===== src/rtl/a429tx_pkg.sv =====
package a429tx_pkg;

    localparam int HALF_BITS    = 16;
    localparam int PAYLOAD_BITS = 31;
    localparam int WORD_BITS    = PAYLOAD_BITS + 1;
    localparam int UPPER_BITS   = PAYLOAD_BITS - HALF_BITS;

    typedef enum logic [1:0] {
        ST_IDLE = 2'd0,
        ST_SEND = 2'd1,
        ST_GAP  = 2'd2
    } tx_state_t;

    typedef struct packed {
        logic [UPPER_BITS-1:0] upper;
        logic [HALF_BITS-1:0]  lower;
    } payload_t;

    // Parity bit that gives the whole word odd (even_sel=0) or even weight.
    function automatic logic word_parity(input payload_t p, input logic even_sel);
        logic ones_odd;
        ones_odd = ^p;
        return even_sel ? ones_odd : ~ones_odd;
    endfunction

endpackage


===== src/rtl/a429tx_loader.sv =====
module a429tx_loader
    import a429tx_pkg::*;
(
    input  logic                 clk,
    input  logic                 rst,
    input  logic [HALF_BITS-1:0] bus_in,
    input  logic                 load_first,
    input  logic                 load_second,
    input  logic                 q_full,
    output logic                 wr_en,
    output payload_t             wr_word
);

    logic [HALF_BITS-1:0] lower_hold;
    logic                 lower_valid;

    always_ff @(posedge clk) begin
        if (rst) begin
            lower_hold  <= '0;
            lower_valid <= 1'b0;
        end else if (load_first) begin
            lower_hold  <= bus_in;
            lower_valid <= 1'b1;
        end else if (load_second) begin
            lower_valid <= 1'b0;
        end
    end

    always_comb begin
        wr_word.lower = lower_hold;
        wr_word.upper = bus_in[UPPER_BITS-1:0];
        wr_en         = load_second && lower_valid && !q_full;
    end

endmodule


===== src/rtl/a429tx_wordq.sv =====
module a429tx_wordq #(
    parameter int DEPTH = 8,
    parameter int WIDTH = 31,
    localparam int AW   = (DEPTH > 1) ? $clog2(DEPTH) : 1,
    localparam int LW   = $clog2(DEPTH + 1)
) (
    input  logic             clk,
    input  logic             rst,
    input  logic             wr_en,
    input  logic [WIDTH-1:0] wr_data,
    input  logic             rd_en,
    output logic [WIDTH-1:0] rd_data,
    output logic [LW-1:0]    level
);

    logic [WIDTH-1:0] store [DEPTH];
    logic [AW-1:0]    wr_ptr;
    logic [AW-1:0]    rd_ptr;

    function automatic logic [AW-1:0] next_ptr(input logic [AW-1:0] p);
        return (p == AW'(DEPTH - 1)) ? '0 : p + 1'b1;
    endfunction

    always_ff @(posedge clk) begin
        if (wr_en) begin
            store[wr_ptr] <= wr_data;
        end
    end

    always_ff @(posedge clk) begin
        if (rst) begin
            wr_ptr <= '0;
            rd_ptr <= '0;
            level  <= '0;
        end else begin
            if (wr_en) wr_ptr <= next_ptr(wr_ptr);
            if (rd_en) rd_ptr <= next_ptr(rd_ptr);
            case ({wr_en, rd_en})
                2'b10:   level <= level + 1'b1;
                2'b01:   level <= level - 1'b1;
                default: level <= level;
            endcase
        end
    end

    assign rd_data = store[rd_ptr];

endmodule


===== src/rtl/a429tx_bittimer.sv =====
module a429tx_bittimer #(
    parameter int DIV_FAST = 10,
    parameter int DIV_SLOW = 80,
    localparam int PW      = $clog2(DIV_SLOW)
) (
    input  logic clk,
    input  logic rst,
    input  logic restart,
    input  logic slow_sel,
    input  logic running,
    output logic bit_end,
    output logic high_half
);

    logic [PW-1:0] phase;
    logic          slow_q;
    logic [PW-1:0] last_phase;
    logic [PW-1:0] half_point;

    always_comb begin
        last_phase = slow_q ? PW'(DIV_SLOW - 1) : PW'(DIV_FAST - 1);
        half_point = slow_q ? PW'(DIV_SLOW / 2) : PW'(DIV_FAST / 2);
        bit_end    = running && (phase == last_phase);
        high_half  = phase < half_point;
    end

    always_ff @(posedge clk) begin
        if (rst) begin
            phase  <= '0;
            slow_q <= 1'b0;
        end else if (restart) begin
            phase  <= '0;
            slow_q <= slow_sel;
        end else if (!running || bit_end) begin
            phase  <= '0;
        end else begin
            phase  <= phase + 1'b1;
        end
    end

endmodule


===== src/rtl/a429tx_serializer.sv =====
module a429tx_serializer
    import a429tx_pkg::*;
#(
    parameter int GAP_BITS = 4,
    localparam int BW      = $clog2(WORD_BITS),
    localparam int GW      = (GAP_BITS > 1) ? $clog2(GAP_BITS) : 1
) (
    input  logic      clk,
    input  logic      rst,
    input  logic      tx_en,
    input  logic      parity_even,
    input  logic      q_empty,
    input  payload_t  head_word,
    input  logic      bit_end,
    input  logic      high_half,
    output logic      pop,
    output logic      running,
    output tx_state_t state,
    output logic      line_one,
    output logic      line_zero
);

    logic [WORD_BITS-1:0] shreg;
    logic [BW-1:0]        bit_idx;
    logic [GW-1:0]        gap_idx;
    logic                 gap_done;

    always_comb begin
        gap_done  = (state == ST_GAP) && bit_end && (gap_idx == GW'(GAP_BITS - 1));
        pop       = tx_en && !q_empty && ((state == ST_IDLE) || gap_done);
        running   = (state != ST_IDLE);
        line_one  = (state == ST_SEND) && high_half && shreg[0];
        line_zero = (state == ST_SEND) && high_half && !shreg[0];
    end

    always_ff @(posedge clk) begin
        if (rst) begin
            state   <= ST_IDLE;
            shreg   <= '0;
            bit_idx <= '0;
            gap_idx <= '0;
        end else if (pop) begin
            state   <= ST_SEND;
            shreg   <= {word_parity(head_word, parity_even), head_word};
            bit_idx <= '0;
        end else begin
            case (state)
                ST_SEND: begin
                    if (bit_end) begin
                        if (bit_idx == BW'(WORD_BITS - 1)) begin
                            state   <= ST_GAP;
                            gap_idx <= '0;
                        end else begin
                            bit_idx <= bit_idx + 1'b1;
                            shreg   <= shreg >> 1;
                        end
                    end
                end
                ST_GAP: begin
                    if (bit_end) begin
                        if (gap_idx == GW'(GAP_BITS - 1)) state <= ST_IDLE;
                        else gap_idx <= gap_idx + 1'b1;
                    end
                end
                default: state <= ST_IDLE;
            endcase
        end
    end

endmodule


===== src/rtl/a429_tx.sv =====
module a429_tx
    import a429tx_pkg::*;
#(
    parameter int DEPTH    = 8,
    parameter int DIV_FAST = 10,
    parameter int DIV_SLOW = 80,
    parameter int GAP_BITS = 4,
    localparam int LW      = $clog2(DEPTH + 1)
) (
    input  logic                 clk,
    input  logic                 rst,
    input  logic [HALF_BITS-1:0] bus_in,
    input  logic                 load_first,
    input  logic                 load_second,
    input  logic                 tx_en,
    input  logic                 rate_slow,
    input  logic                 parity_even,
    output logic                 line_one,
    output logic                 line_zero,
    output logic                 queue_empty
);

    logic      wr_en;
    payload_t  wr_word;
    payload_t  head_word;
    logic      pop;
    logic      running;
    logic      bit_end;
    logic      high_half;
    logic      q_full;
    logic [LW-1:0] q_level;
    tx_state_t tx_state;

    assign q_full      = (q_level == LW'(DEPTH));
    assign queue_empty = (q_level == '0);

    a429tx_loader u_load (
        .clk         (clk),
        .rst         (rst),
        .bus_in      (bus_in),
        .load_first  (load_first),
        .load_second (load_second),
        .q_full      (q_full),
        .wr_en       (wr_en),
        .wr_word     (wr_word)
    );

    a429tx_wordq #(.DEPTH(DEPTH), .WIDTH(PAYLOAD_BITS)) u_q (
        .clk     (clk),
        .rst     (rst),
        .wr_en   (wr_en),
        .wr_data (wr_word),
        .rd_en   (pop),
        .rd_data (head_word),
        .level   (q_level)
    );

    a429tx_bittimer #(.DIV_FAST(DIV_FAST), .DIV_SLOW(DIV_SLOW)) u_tim (
        .clk       (clk),
        .rst       (rst),
        .restart   (pop),
        .slow_sel  (rate_slow),
        .running   (running),
        .bit_end   (bit_end),
        .high_half (high_half)
    );

    a429tx_serializer #(.GAP_BITS(GAP_BITS)) u_ser (
        .clk         (clk),
        .rst         (rst),
        .tx_en       (tx_en),
        .parity_even (parity_even),
        .q_empty     (queue_empty),
        .head_word   (head_word),
        .bit_end     (bit_end),
        .high_half   (high_half),
        .pop         (pop),
        .running     (running),
        .state       (tx_state),
        .line_one    (line_one),
        .line_zero   (line_zero)
    );

endmodule


===== config.mk =====
export PLATFORM = sky130hd
export DESIGN_NAME = a429_tx
export DESIGN_NICKNAME = d
export VERILOG_FILES = /design/src/rtl/a429tx_pkg.sv /design/src/rtl/a429tx_loader.sv /design/src/rtl/a429tx_wordq.sv /design/src/rtl/a429tx_bittimer.sv /design/src/rtl/a429tx_serializer.sv /design/src/rtl/a429_tx.sv
export SDC_FILE = /design/constraint.sdc
export NUM_CORES = 1
export LEC_CHECK = 0
export BUFFER_PORTS_ARGS = -buffer_cell sky130_fd_sc_hd__buf_2
export CORE_UTILIZATION = 52
export DETAILED_ROUTE_END_ITERATION = 10
export HOLD_SLACK_MARGIN = 0.08
export PLACE_DENSITY_LB_ADDON = 0.2
export SLEW_MARGIN = 10
export SYNTH_ARGS = -nofsm -noshare
export SYNTH_HDL_FRONTEND = slang
export SYNTH_SLANG_ARGS = --single-unit

===== constraint.sdc =====
create_clock -name clk -period 4.2 [get_ports clk]
set_clock_uncertainty 0.15 [all_clocks]
set_input_delay 0.42 -clock clk [delete_from_list [all_inputs] [get_ports clk]]
set_output_delay 0.42 -clock clk [all_outputs]
set_load 0.03 [all_outputs]

### Word-level counts from Yosys, hierarchy flattened

Memories as Yosys holds them, arrays and structs flattened. A register that Yosys moved wholly into a read port is not among the register bits.
Cells that the tools add are included.

| operators by class | value |
|---|---|
| bitwise gates (word level) | 3 |
| $lt $le $gt $ge | 1 |
| equal/unequal tests | 20 |
| reduce and logical (&&, ||, !) cells | 32 |
| multiplexer cells | 27 |
| add/sub/neg operators | 7 |

Operators by type and width:

| operator | count |
|---|---|
| $mux W32 | 4 |
| $reduce_xor A31 Y1 | 1 |
| $mux W2 | 8 |
| $mux W3 | 4 |
| $reduce_bool A2 Y1 | 6 |
| $logic_and A1 B1 Y1 | 10 |
| $ne A2 B2 Y1 const B | 4 |
| $pmux W2 S2 | 2 |
| $pmux W4 S2 | 1 |
| $reduce_and A4 Y1 | 2 |
| $add A7 B1 Y7 const B | 1 |
| $eq A7 B7 Y1 | 1 |
| $lt A7 B7 Y1 | 1 |
| $mux W7 | 1 |
| $add A3 B1 Y3 const B | 2 |
| $eq A2 B2 Y1 const B | 3 |
| $eq A3 B3 Y1 const B | 2 |
| $mux W1 | 6 |
| $mux W6 | 1 |
| $ne A3 B2 Y1 const B | 2 |
| $ne A3 B3 Y1 const B | 2 |
| $reduce_and A3 Y1 | 2 |
| $reduce_and A6 Y1 | 1 |
| $add A5 B1 Y5 const B | 1 |
| other kinds (14) | 22 |

| storage, ports and cells | value |
|---|---|
| output and inout bits | 3 |
| memories kept | 1 |
| RAM bits | 248 |
| word-level logic and storage cells | 103 |
| register bits after elaboration | 76 |

Memories:

| name | words | bits a word | read ports | clocked after memory_dff | write ports | RTL line | text |
|---|---|---|---|---|---|---|---|
| u_q.store | 8 | 31 | 1 | 1 | 1 | a429tx_wordq.sv:16 | `logic [WIDTH-1:0] store [DEPTH];` |

### Longest topological paths before layout

Gate-level depths: netlist of run 1.

| logic depth | value |
|---|---|
| depth after elaboration | 9 |
| mapped depth | 14 |
| mapped depth without buffers | 13 |

### Cells and area by module

Synthesis of run 1 repeated with hierarchy kept, for this count alone.

| second synthesis, totals | value |
|---|---|
| cell total of the unflattened synthesis | 776 |
| area total of the unflattened synthesis | 13434.1 µm² |

Modules (own cells, without submodules):

| module | instances | area each (µm²) | cells each |
|---|---|---|---|
| a429tx_wordq | 1 | 10177.3 | 430 |
| a429tx_serializer | 1 | 2054.5 | 226 |
| a429tx_loader | 1 | 737.0 | 73 |
| a429tx_bittimer | 1 | 437.9 | 45 |
| a429_tx | 1 | 27.5 | 2 |

### Least setup slack after synthesis of run 1

Ideal clock, no wire load.

| timing path | value |
|---|---|
| path type | flip-flop to flip-flop |
| start | register u_q.level[1] |
| end | memory u_q.store[4][0], enable pin |
| stages on the path, launching flop included | 7 |
| data arrival time | 3.328 ns |
| buffers on the path | 1 |
| slack | 0.258 ns |
| setup time | 0.464 ns |
| cell sequence | dfxtp_1 -> clkbuf_1 -> nor3_1 -> nand2_1 -> and3_1 -> nand2b_1 -> nor3b_1 |

| between the ends | value |
|---|---|
| longest elaborated chain between the ends | 5 |

Ends and longest elaborated chain:

| what | RTL line | text |
|---|---|---|
| start: declaration | a429tx_wordq.sv:13 | `output logic [LW-1:0] level` |
| start signal: assignment | a429tx_wordq.sv:39 | `2'b10: level <= level + 1'b1;` |
| start signal: assignment | a429tx_wordq.sv:40 | `2'b01: level <= level - 1'b1;` |
| start signal: assignment | a429tx_wordq.sv:41 | `default: level <= level;` |
| $eq A4 B4 Y1 | a429_tx.sv:34 | `assign q_full = (q_level == LW'(DEPTH));` |
| $logic_not A1 Y1 | a429tx_loader.sv:32 | `wr_en = load_second && lower_valid && !q_full;` |
| $logic_and A1 B1 Y1 | a429tx_loader.sv:32 |  |
| $mux W1 | a429tx_wordq.sv:25 | `if (wr_en) begin` |
| $mux W1 (not written as such) | a429tx_wordq.sv:26 | `store[wr_ptr] <= wr_data;` |
| end: declaration | a429tx_wordq.sv:16 |  |

No other way between the ends.

### Worst setup path after layout of run 1

| timing path | value |
|---|---|
| start | register u_tim.slow_q |
| end | register u_q.level[2] |

| between the ends | value |
|---|---|
| longest elaborated chain between the ends | 9 |
| elaborated cells between the ends (all ways) | 11 |
| those cells by class | eq/ne (3); mux (2); reduce/logical (6) |

Ends and longest elaborated chain:

| what | RTL line | text |
|---|---|---|
| start: declaration | a429tx_bittimer.sv:16 | `logic slow_q;` |
| start signal: assignment | a429tx_bittimer.sv:33 | `slow_q <= slow_sel;` |
| $mux W7 * | a429tx_bittimer.sv:21 | `last_phase = slow_q ? PW'(DIV_SLOW - 1) : PW'(DIV_FAST - 1);` |
| $eq A7 B7 Y1 * | a429tx_bittimer.sv:23 | `bit_end = running && (phase == last_phase);` |
| $logic_and A1 B1 Y1 * | a429tx_bittimer.sv:23 |  |
| $logic_and A1 B1 Y1 * (2 in series) | a429tx_serializer.sv:29 | `gap_done = (state == ST_GAP) && bit_end && (gap_idx == GW'(GAP_BITS - 1));` |
| $logic_or A1 B1 Y1 * | a429tx_serializer.sv:30 | `pop = tx_en && !q_empty && ((state == ST_IDLE) \|\| gap_done);` |
| $logic_and A1 B1 Y1 * | a429tx_serializer.sv:30 |  |
| $eq A2 B1 Y1 or $eq A2 B2 Y1 (tied branches) | a429tx_wordq.sv:38 | `case ({wr_en, rd_en})` |
| $pmux W4 S2 or $reduce_bool A2 Y1 (tied branches) | n/a |  |

Mark *: on every way between the ends. The rest lies on a longest branch, timed or not.
A chain may end at the register's enable or synchronous reset.

==> results of run 1 <==
==> sequential cells by signal, indices dropped and copies added (netlist names), 3 cells and up, named ones only <==
register	cells
u_load.lower_hold	16
u_ser.shreg	32
u_q.rd_ptr	3
u_q.store	248
u_q.level	4
u_ser.bit_idx	5
u_tim.phase	7
u_q.wr_ptr	3
==> worst max-delay path, stage by stage (launching register included) <==
cell     delay (ns)
dfxtp_1        0.43
ha_1           0.29
nor4b_1        0.36
nand2_1        0.11
a21oi_1        0.25
a31oi_1        0.13
buf_4          0.22
nor2_2         0.12
buf_4          0.36
ha_1           0.26
a21oi_1        0.09
xor2_1         0.17
or3_1          0.31
a21oi_1        0.14
==> area by class of cell <==
cell class / instances / area [sq um]
fill: 1838 / 9770
sequential: 327 / 9030
multi-input combinational: 440 / 3800
clock buffer: 45 / 943
timing repair buffer: 59 / 418
tap: 324 / 405
clock inverter: 15 / 124
inverter: 8 / 30.0
==> stage by stage <==
step | instance area (sq um) | std cells
after floorplan | 13100 | 821
final | 14800 | 1218
after detailed placement | 13600 | 1148
after CTS | 14800 | 1218
after global routing | 14800 | 1218
after global placement | 13600 | 1148
==> worst paths after layout <==
check                   start          endpoint  slack, ns  cells past startpoint
max              u_tim.slow_q      u_q.level[2]       0.73                     13
min                 bus_in[7]  u_q.store[6][23]       0.09                      1
max reg2reg      u_tim.slow_q      u_q.level[2]       0.73                     13
min reg2reg  u_ser.gap_idx[1]  u_ser.gap_idx[1]       0.31                      2
==> where the power goes <==
group	internal (mW)	switching, mW	total [mW]
registers	3.62	0.153	3.77
logic	0.952	0.909	1.86
clock network	1.70	1.17	2.87
total	6.27	2.23	8.50
==> cells by family after synthesis <==
family / Yosys count
flip-flops: 327
AND/OR/NAND/NOR: 150
AO/OA/AOI/OAI: 118
multiplexers: 117
buffers and inverters: 54
XOR/XNOR: 37
adder cells (fa/ha/maj): 18
==> per-layer routing <==
layer / up-vias / part of all wire / global-route usage
met3: 42 / 0.051 / 0.0305
met1: 3693 / 0.44 / 0.309
met2: 235 / 0.49 / 0.369
met5: - / 0 / 0
li1: 3294 / - / -
met4: 0 / 0.017 / 0.0553
==> synthesized netlist by cell type, drive strengths merged, types with 8 or more instances <==
cell      n
a221oi   14
a21o     16
clkbuf   27
dfxtp    79
a222oi   16
nor2     78
mux2i    85
nor3     18
ha       18
xor2     14
edfxtp  248
mux4     31
inv       8
nand2    20
a21oi    28
o22ai    31
buf      19
xnor2    17
==> timing repair <==
action,in CTS,in global routing
hold endpoints to repair,59,0
hold buffers,10,0
setup endpoints to repair,0,0
resized for setup,0,0
==> results_tabular.tex, run 1 <==
\begin{tabular}{lr}
\hline
Metric & Value \\
\hline
\multicolumn{2}{l}{\textbf{Detailed routing}} \\
\quad First drt pass iteration count & 6 \\
\quad Per-cell routed wire length & 23.0 microns \\
\quad Post-detailed-route via-to-cell ratio & 5.96 \\
\quad Via Count & 7264 \\
\quad Routed WL & 28.0 mm \\
\quad Remaining antenna violation count after routing & 0 \\
\quad Total DRC errors in the routed layout & 0 \\
\quad Detailed router's first-iteration violation count & 694 \\
\multicolumn{2}{l}{\textbf{Timing}} \\
\quad Worst-case setup margin in the final layout & 0.732 ns \\
\quad Final hold violation count & 0 \\
\quad Transition time at the pin with the least slew margin & 0.898 ns \\
\quad Share of the clock period used by the worst path & 0.826 \\
\quad Highest clock frequency the design can meet & 0.288 GHz \\
\quad Setup repair after global routing missed its margin & false \\
\quad Setup\_tns & 0 ns \\
\quad Time the final worst path needs with I/O delays and setup & 3.47 ns \\
\quad Final-report max-slew violation count & 0 \\
\quad Smallest hold slack & around 0.088 ns \\
\quad Final setup fails & 0 \\
\quad Relative slew margins & 0.400 \\
\multicolumn{2}{l}{\textbf{Pwr}} \\
\quad VDD IR-drop max & 352 uV \\
\quad Static leakage & 5.01 nW \\
\quad Final total power & about 8.5 mW \\
\quad Power per cell area & 576 mW/mm\^{}2 \\
\multicolumn{2}{l}{\textbf{Layout}} \\
\quad Number of antenna repair diodes & 0 \\
\quad Layout cell share with drive strength beyond 1 & 0.164 \\
\quad Commonest non-fill, non-tap cells in the layout & edfxtp\_1, mux2i\_1, dfxtp\_1 \\
\quad Synth-to-layout area growth & 12.6\% \\
\quad Most frequent standard cell in the layout excluding fill and tap cells & edfxtp\_1 \\
\quad Final Net Count & 911 \\
\quad Final standard cell utilization of the core & 0.602 \\
\multicolumn{2}{l}{\textbf{Clocking}} \\
\quad Cell at the root of the clock tree & clkbuf\_16 \\
\quad Clock tree from TritonCTS & built \\
\quad Post-CTS Setup Repair Bufs & 0 \\
\quad H-tree level count & 2 \\
\quad Clock Tree Buf Depth & 3 \\
\quad Total CTS buffers & 34 \\
\quad Total number of clock tree sinks & 327 \\
\quad Register clock-pin slew on the reported worst setup and hold paths & 0.06 ns \\
\quad Clock latency on the worst-skew pair & 0.51 ns \\
\multicolumn{2}{l}{\textbf{Die}} \\
\quad Vert. Die Dim & 161 microns \\
\quad Floorplan die width & 161 microns \\
\quad Floorplan row count & 57 \\
\quad Die Area & 0.0259 sq mm \\
\quad CORE AREA & 0.0245 sq mm \\
\quad Starting utilization of the core area & 0.534 \\
\quad I/O pin cnt & 26 \\
\multicolumn{2}{l}{\textbf{Yosys}} \\
\quad YS warnings & 0 \\
\quad Syn\_nets & roughly 860 \\
\quad Share of synthesized area spent on multiplexers & 0.120 \\
\quad Sequential element share of the synthesized area & 0.689 \\
\quad Parity-gate share of the synthesized area counting xor and xnor cells & 0.0317 \\
\quad Fraction of post-synthesis cell area in the top cell type by area & 0.568 \\
\quad Fraction of synthesis flops using an asynchronous set or reset pin & 0 \\
\quad Post-Synthesis Cells & 821 \\
\quad Number of distinct library cell variants in the gate-level netlist after synthesis & 50 \\
\quad Compound-cell area share of the yosys netlist & 0.0657 \\
\quad Post-synthesis area per instance & between 15 and 20 sq um \\
\quad Number of synthesized flops with an enable pin & 248 \\
\quad Summed instance area of the synthesized netlist & 0.0131 sq mm \\
\quad Largest family of logic cells by synthesized area & multiplexers \\
\quad Biggest area contributors in the synthesized netlist & edfxtp\_1, dfxtp\_1, mux2i\_1 \\
\quad Area fraction in and, or, nand and nor cells after synthesis & 0.0518 \\
\quad Post-Synth Adder-Cell Area & 0.0172 \\
\quad Post-synth top area cell & edfxtp\_1 \\
\quad Total of flip-flops plus latches after synthesis & 327 \\
\quad Most frequently used flop master after synthesis & edfxtp\_1 \\
\multicolumn{2}{l}{\textbf{Placed design}} \\
\quad DP HPWL & 16.4 mm \\
\quad Weighted congestion at the end of routability-driven global placement & about 0.77 \\
\quad Port Buf Inserts & 25 \\
\quad Dpl ws & 0.804 ns \\
\multicolumn{2}{l}{\textbf{Setup path}} \\
\quad Required time reported for the critical path endpoint & 4.47 ns \\
\quad Largest driver fanout on the critical path & 28 \\
\quad Launching element type of the critical path & flip-flop \\
\quad Arrival @ worst endpoint & 3.74 ns \\
\quad Start-to-end type of the worst setup path & reg2reg \\
\quad Nature of the critical path endpoint & flip-flop \\
\multicolumn{2}{l}{\textbf{GRT}} \\
\quad GRT Resource Usage Total & 0.221 \\
\quad Number of global-route vias before repair & roughly 7400 \\
\quad Pin count of the biggest net entering global routing & 41 \\
\quad First-pass GRT wire length & 43.3 mm \\
\quad Antenna violations before repair & 0 \\
\quad Total global routing overflow & 0 \\
\multicolumn{2}{l}{\textbf{Status}} \\
\quad Status & complete, no violations \\
\multicolumn{2}{l}{\textbf{Job}} \\
\quad Number of max-cap violations & 0 \\
\multicolumn{2}{l}{\textbf{Worst hold path}} \\
\quad Hold Path Class & in2reg \\
\hline
\end{tabular}
No activity file was read; power rests on OpenSTA's default activity.
==> run 2: changes to the inputs <==
- clock period: 4.2 -> 3.4 ns (I/O delays scaled with it)
==> run 2 against run 1 <==
  * Final area increased by 1.7%
  * Sequential cell count unchanged
  * Via count up 0.55%
  * Fmax grew 9.8%
  * Critical path depth unchanged
  * Die area is the same
  * Clock-buffer cell count is 3 higher
  * Sequential power up 23%
  * Cell count increased by 1.5%
  * Non-clock buffer count up 14
  * Critical path type unchanged
  * Highest routed layer unchanged
==> results_tabular.tex, run 2 (synthesis results as in run 1) <==
\begin{tabular}{lr}
\hline
Metric & Value \\
\hline
\multicolumn{2}{l}{\textbf{Timing}} \\
\quad Final hold violation count & 0 (unchanged) \\
\quad Setup\_tns & 0 ns (unchanged) \\
\quad Setup repair after global routing missed its margin & false (unchanged) \\
\quad Transition time at the pin with the least slew margin & 0.915 ns (was 0.898 ns) \\
\quad Time the final worst path needs with I/O delays and setup & 3.16 ns (was 3.47 ns) \\
\quad Share of the clock period used by the worst path & 0.929 (was 0.826) \\
\quad Highest clock frequency the design can meet & 0.317 GHz (was 0.288 GHz) \\
\quad Final setup fails & 0 (unchanged) \\
\quad Relative slew margins & 0.390 (was 0.400) \\
\quad Final-report max-slew violation count & 0 (unchanged) \\
\quad Smallest hold slack & 0.301 ns (was 0.0878 ns) \\
\multicolumn{2}{l}{\textbf{Clocking}} \\
\quad Total number of clock tree sinks & 327 (unchanged) \\
\quad Register clock-pin slew on the reported worst setup and hold paths & 0.06 ns (about the same) \\
\quad Clock latency on the worst-skew pair & 0.51 ns (about the same) \\
\quad Total CTS buffers & 35 (was 34) \\
\quad Cell at the root of the clock tree & clkbuf\_16 (unchanged) \\
\quad H-tree level count & 2 (unchanged) \\
\quad Clock Tree Buf Depth & 3 (unchanged) \\
\quad Post-CTS Setup Repair Bufs & 0 (unchanged) \\
\quad Clock tree from TritonCTS & built (unchanged) \\
\multicolumn{2}{l}{\textbf{Layout}} \\
\quad Register bank with the most flops & u\_q.store (unchanged) \\
\quad Number of antenna repair diodes & 0 (unchanged) \\
\quad Fin cells & 1236 (was 1218) \\
\quad Layout cell share with drive strength beyond 1 & 0.179 (was 0.164) \\
\quad Final Net Count & 926 (was 911) \\
\quad Commonest non-fill, non-tap cells in the layout & edfxtp\_1, mux2i\_1, dfxtp\_1 (unchanged) \\
\quad Count of filler cells inserted in the layout & 1841 (was 1838) \\
\quad Largest registers ranked by flip-flop count & u\_q.store (248), u\_ser.shreg (32), u\_load.lower\_hold (16) (unchanged) \\
\quad Flip-flop count of the largest register, all copies and words added & 248 (unchanged) \\
\quad Most frequent standard cell in the layout excluding fill and tap cells & edfxtp\_1 (unchanged) \\
\quad Synth-to-layout area growth & 14.5\% (was 12.6\%) \\
\multicolumn{2}{l}{\textbf{Die}} \\
\quad I/O pin cnt & 26 (unchanged) \\
\quad Starting utilization of the core area & 0.534 (unchanged) \\
\quad Floorplan row count & 57 (unchanged) \\
\quad Die Area & 0.0259 sq mm (unchanged) \\
\quad Floorplan die width & 161 microns (unchanged) \\
\quad Vert. Die Dim & 161 microns (unchanged) \\
\quad CORE AREA & 0.0245 sq mm (unchanged) \\
\multicolumn{2}{l}{\textbf{Detailed routing}} \\
\quad First drt pass iteration count & 8 (was 6) \\
\quad Detailed router's first-iteration violation count & 570 (was 694) \\
\quad Remaining antenna violation count after routing & 0 (unchanged) \\
\quad Routed WL & 27.9 mm (was 28.0 mm) \\
\quad Per-cell routed wire length & 22.5 microns (was 23.0 microns) \\
\quad Post-detailed-route via-to-cell ratio & 5.91 (was 5.96) \\
\quad Total DRC errors in the routed layout & 0 (unchanged) \\
\quad Via Count & 7304 (was 7264) \\
\multicolumn{2}{l}{\textbf{Pwr}} \\
\quad Fraction of power consumed by sequential logic & 0.430 (was 0.443) \\
\quad Final total power & 10.8 mW (was 8.50 mW) \\
\quad VDD IR-drop max & 546 uV (was 352 uV) \\
\quad Switching power of the nets & 2.78 mW (was 2.23 mW) \\
\quad Int Power & 7.98 mW (was 6.27 mW) \\
\quad Proportion of power drawn by the clock network & 0.351 (was 0.338) \\
\quad Static leakage & 5.13 nW (was 5.01 nW) \\
\quad Combinational cell fraction of total power & 0.219 (about the same) \\
\quad Switching share of power & 0.258 (was 0.263) \\
\quad Power per cell area & 717 mW/mm\^{}2 (was 576 mW/mm\^{}2) \\
\multicolumn{2}{l}{\textbf{Placed design}} \\
\quad Port Buf Inserts & 25 (unchanged) \\
\quad Placed cells & 1154 (was 1148) \\
\quad DP HPWL & 16.0 mm (was 16.4 mm) \\
\quad Weighted congestion at the end of routability-driven global placement & 0.805 (was 0.773) \\
\multicolumn{2}{l}{\textbf{Setup path}} \\
\quad Largest driver fanout on the critical path & 6 (was 28) \\
\quad Launching element type of the critical path & flip-flop (unchanged) \\
\quad Bufs and invs on worst path & 0 (was 2) \\
\quad Start-to-end type of the worst setup path & reg2reg (unchanged) \\
\quad Slowest library cell on the worst path & dfxtp\_1 (unchanged) \\
\quad Largest delay contributor family on the critical path & simple AND/OR/NAND/NOR gates (unchanged) \\
\quad Nature of the critical path endpoint & flip-flop (unchanged) \\
\quad Arrival @ worst endpoint & 3.43 ns (was 3.74 ns) \\
\quad Required time reported for the critical path endpoint & 3.67 ns (was 4.47 ns) \\
\quad Critical path's largest stage delay & 0.41 ns (was 0.43 ns) \\
\quad Worst path cell trace & ha\_1 -> nor4b\_1 -> nand2\_1 -> a21oi\_2 -> a31oi\_1 -> nor2\_2 -> ha\_2 -> xor2\_1 -> ha\_1 -> a21oi\_1 -> xor2\_1 -> or3\_1 -> a21oi\_1 (was ha\_1 -> nor4b\_1 -> nand2\_1 -> a21oi\_1 -> a31oi\_1 -> buf\_4 -> nor2\_2 -> buf\_4 -> ha\_1 -> a21oi\_1 -> xor2\_1 -> or3\_1 -> a21oi\_1) \\
\multicolumn{2}{l}{\textbf{GRT}} \\
\quad Pin count of the biggest net entering global routing & 42 (was 41) \\
\quad Antenna violations before repair & 0 (unchanged) \\
\quad First-pass GRT wire length & 43.2 mm (was 43.3 mm) \\
\quad Total global routing overflow & 0 (unchanged) \\
\quad Number of global-route vias before repair & 7458 (was 7408) \\
\quad GRT Resource Usage Total & 0.221 (about the same) \\
\multicolumn{2}{l}{\textbf{Worst hold path}} \\
\quad Hold Path Class & in2reg (unchanged) \\
\multicolumn{2}{l}{\textbf{Job}} \\
\quad Number of max-cap violations & 0 (unchanged) \\
\multicolumn{2}{l}{\textbf{Status}} \\
\quad Status & complete, no violations (unchanged) \\
\hline
\end{tabular}
## run 2: cell types whose count changed in the layout (fill, tap and decap cells not counted), moves of 3 or more
| cell | previous run | this run |
|---|---|---|
| buf_4 | 23 | 27 |
| dlygate4sd3_1 | 10 | 18 |
| clkinv_1 | 7 | 4 |
| clkinv_2 | 4 | 7 |
| clkbuf_8 | 3 | 6 |
## run 2: repair_timing
action	4_1_cts	5_1_grt
hold endpoints to repair	138	0
endpoints found under the setup margin	0	1
hold buffers	18	0
resized for setup	0	3
## run 2: layout make-up
cell class	instances	area, sq um	share of cell area
multi-input combinational	440	3810	0.254
sequential	327	9030	0.602
timing repair buffer	73	559	0.0373
clock inverter	16	165	0.0110
inverter	8	30.0	0.00200
tap	324	405	0.0270
clock buffer	48	1010	0.0670
## run 2: routing by layer
layer / vias to the layer above / track usage / part of all wire
met1: 3730 / 0.302 / 0.44
li1: 3332 / - / -
met4: 0 / 0.0553 / 0.014
met3: 34 / 0.0276 / 0.047
met5: - / 0 / 0
met2: 208 / 0.378 / 0.50
## run 2: worst paths after layout
check | startpoint | to | slack (ns) | cells past startpoint
worst max-delay path | u_tim.slow_q | u_q.level[2] | 0.24 | 13
worst min-delay path | tx_en | u_ser.shreg[31] | 0.30 | 4
worst max register to register | u_tim.slow_q | u_q.level[2] | 0.24 | 13
worst min register to register | u_ser.gap_idx[1] | u_ser.gap_idx[1] | 0.32 | 2
## run 2: tightest hold or removal path, stage by stage
cell,delay [ns]
buf_2,0.11
nand2b_1,0.11
buf_4,0.24
o41ai_2,0.10
## run 2: power by group through the flow
stage	logic (mW)	clock network, mW	registers (mW)
after CTS	2.37	3.84	4.62
after global routing	2.53	3.99	4.64
after floorplan	2.02	0	4.63
after global placement	2.29	0	4.69
after detailed placement	2.33	0	4.70
final	2.36	3.78	4.62
## run 2: per-stage QoR
| step | utilization | cell area (sq um) | worst slack [ns] |
|---|---|---|---|
| 2_1_floorplan | - | 13100 | -0.542 |
| 3_3_place_gp | 0.556 | 13600 | 0.320 |
| 3_5_place_dp | 0.556 | 13600 | 0.216 |
| 4_1_cts | 0.611 | 15000 | 0.177 |
| 5_1_grt | 0.612 | 15000 | 0.0251 |
| 6_report | 0.612 | 15000 | 0.243 |
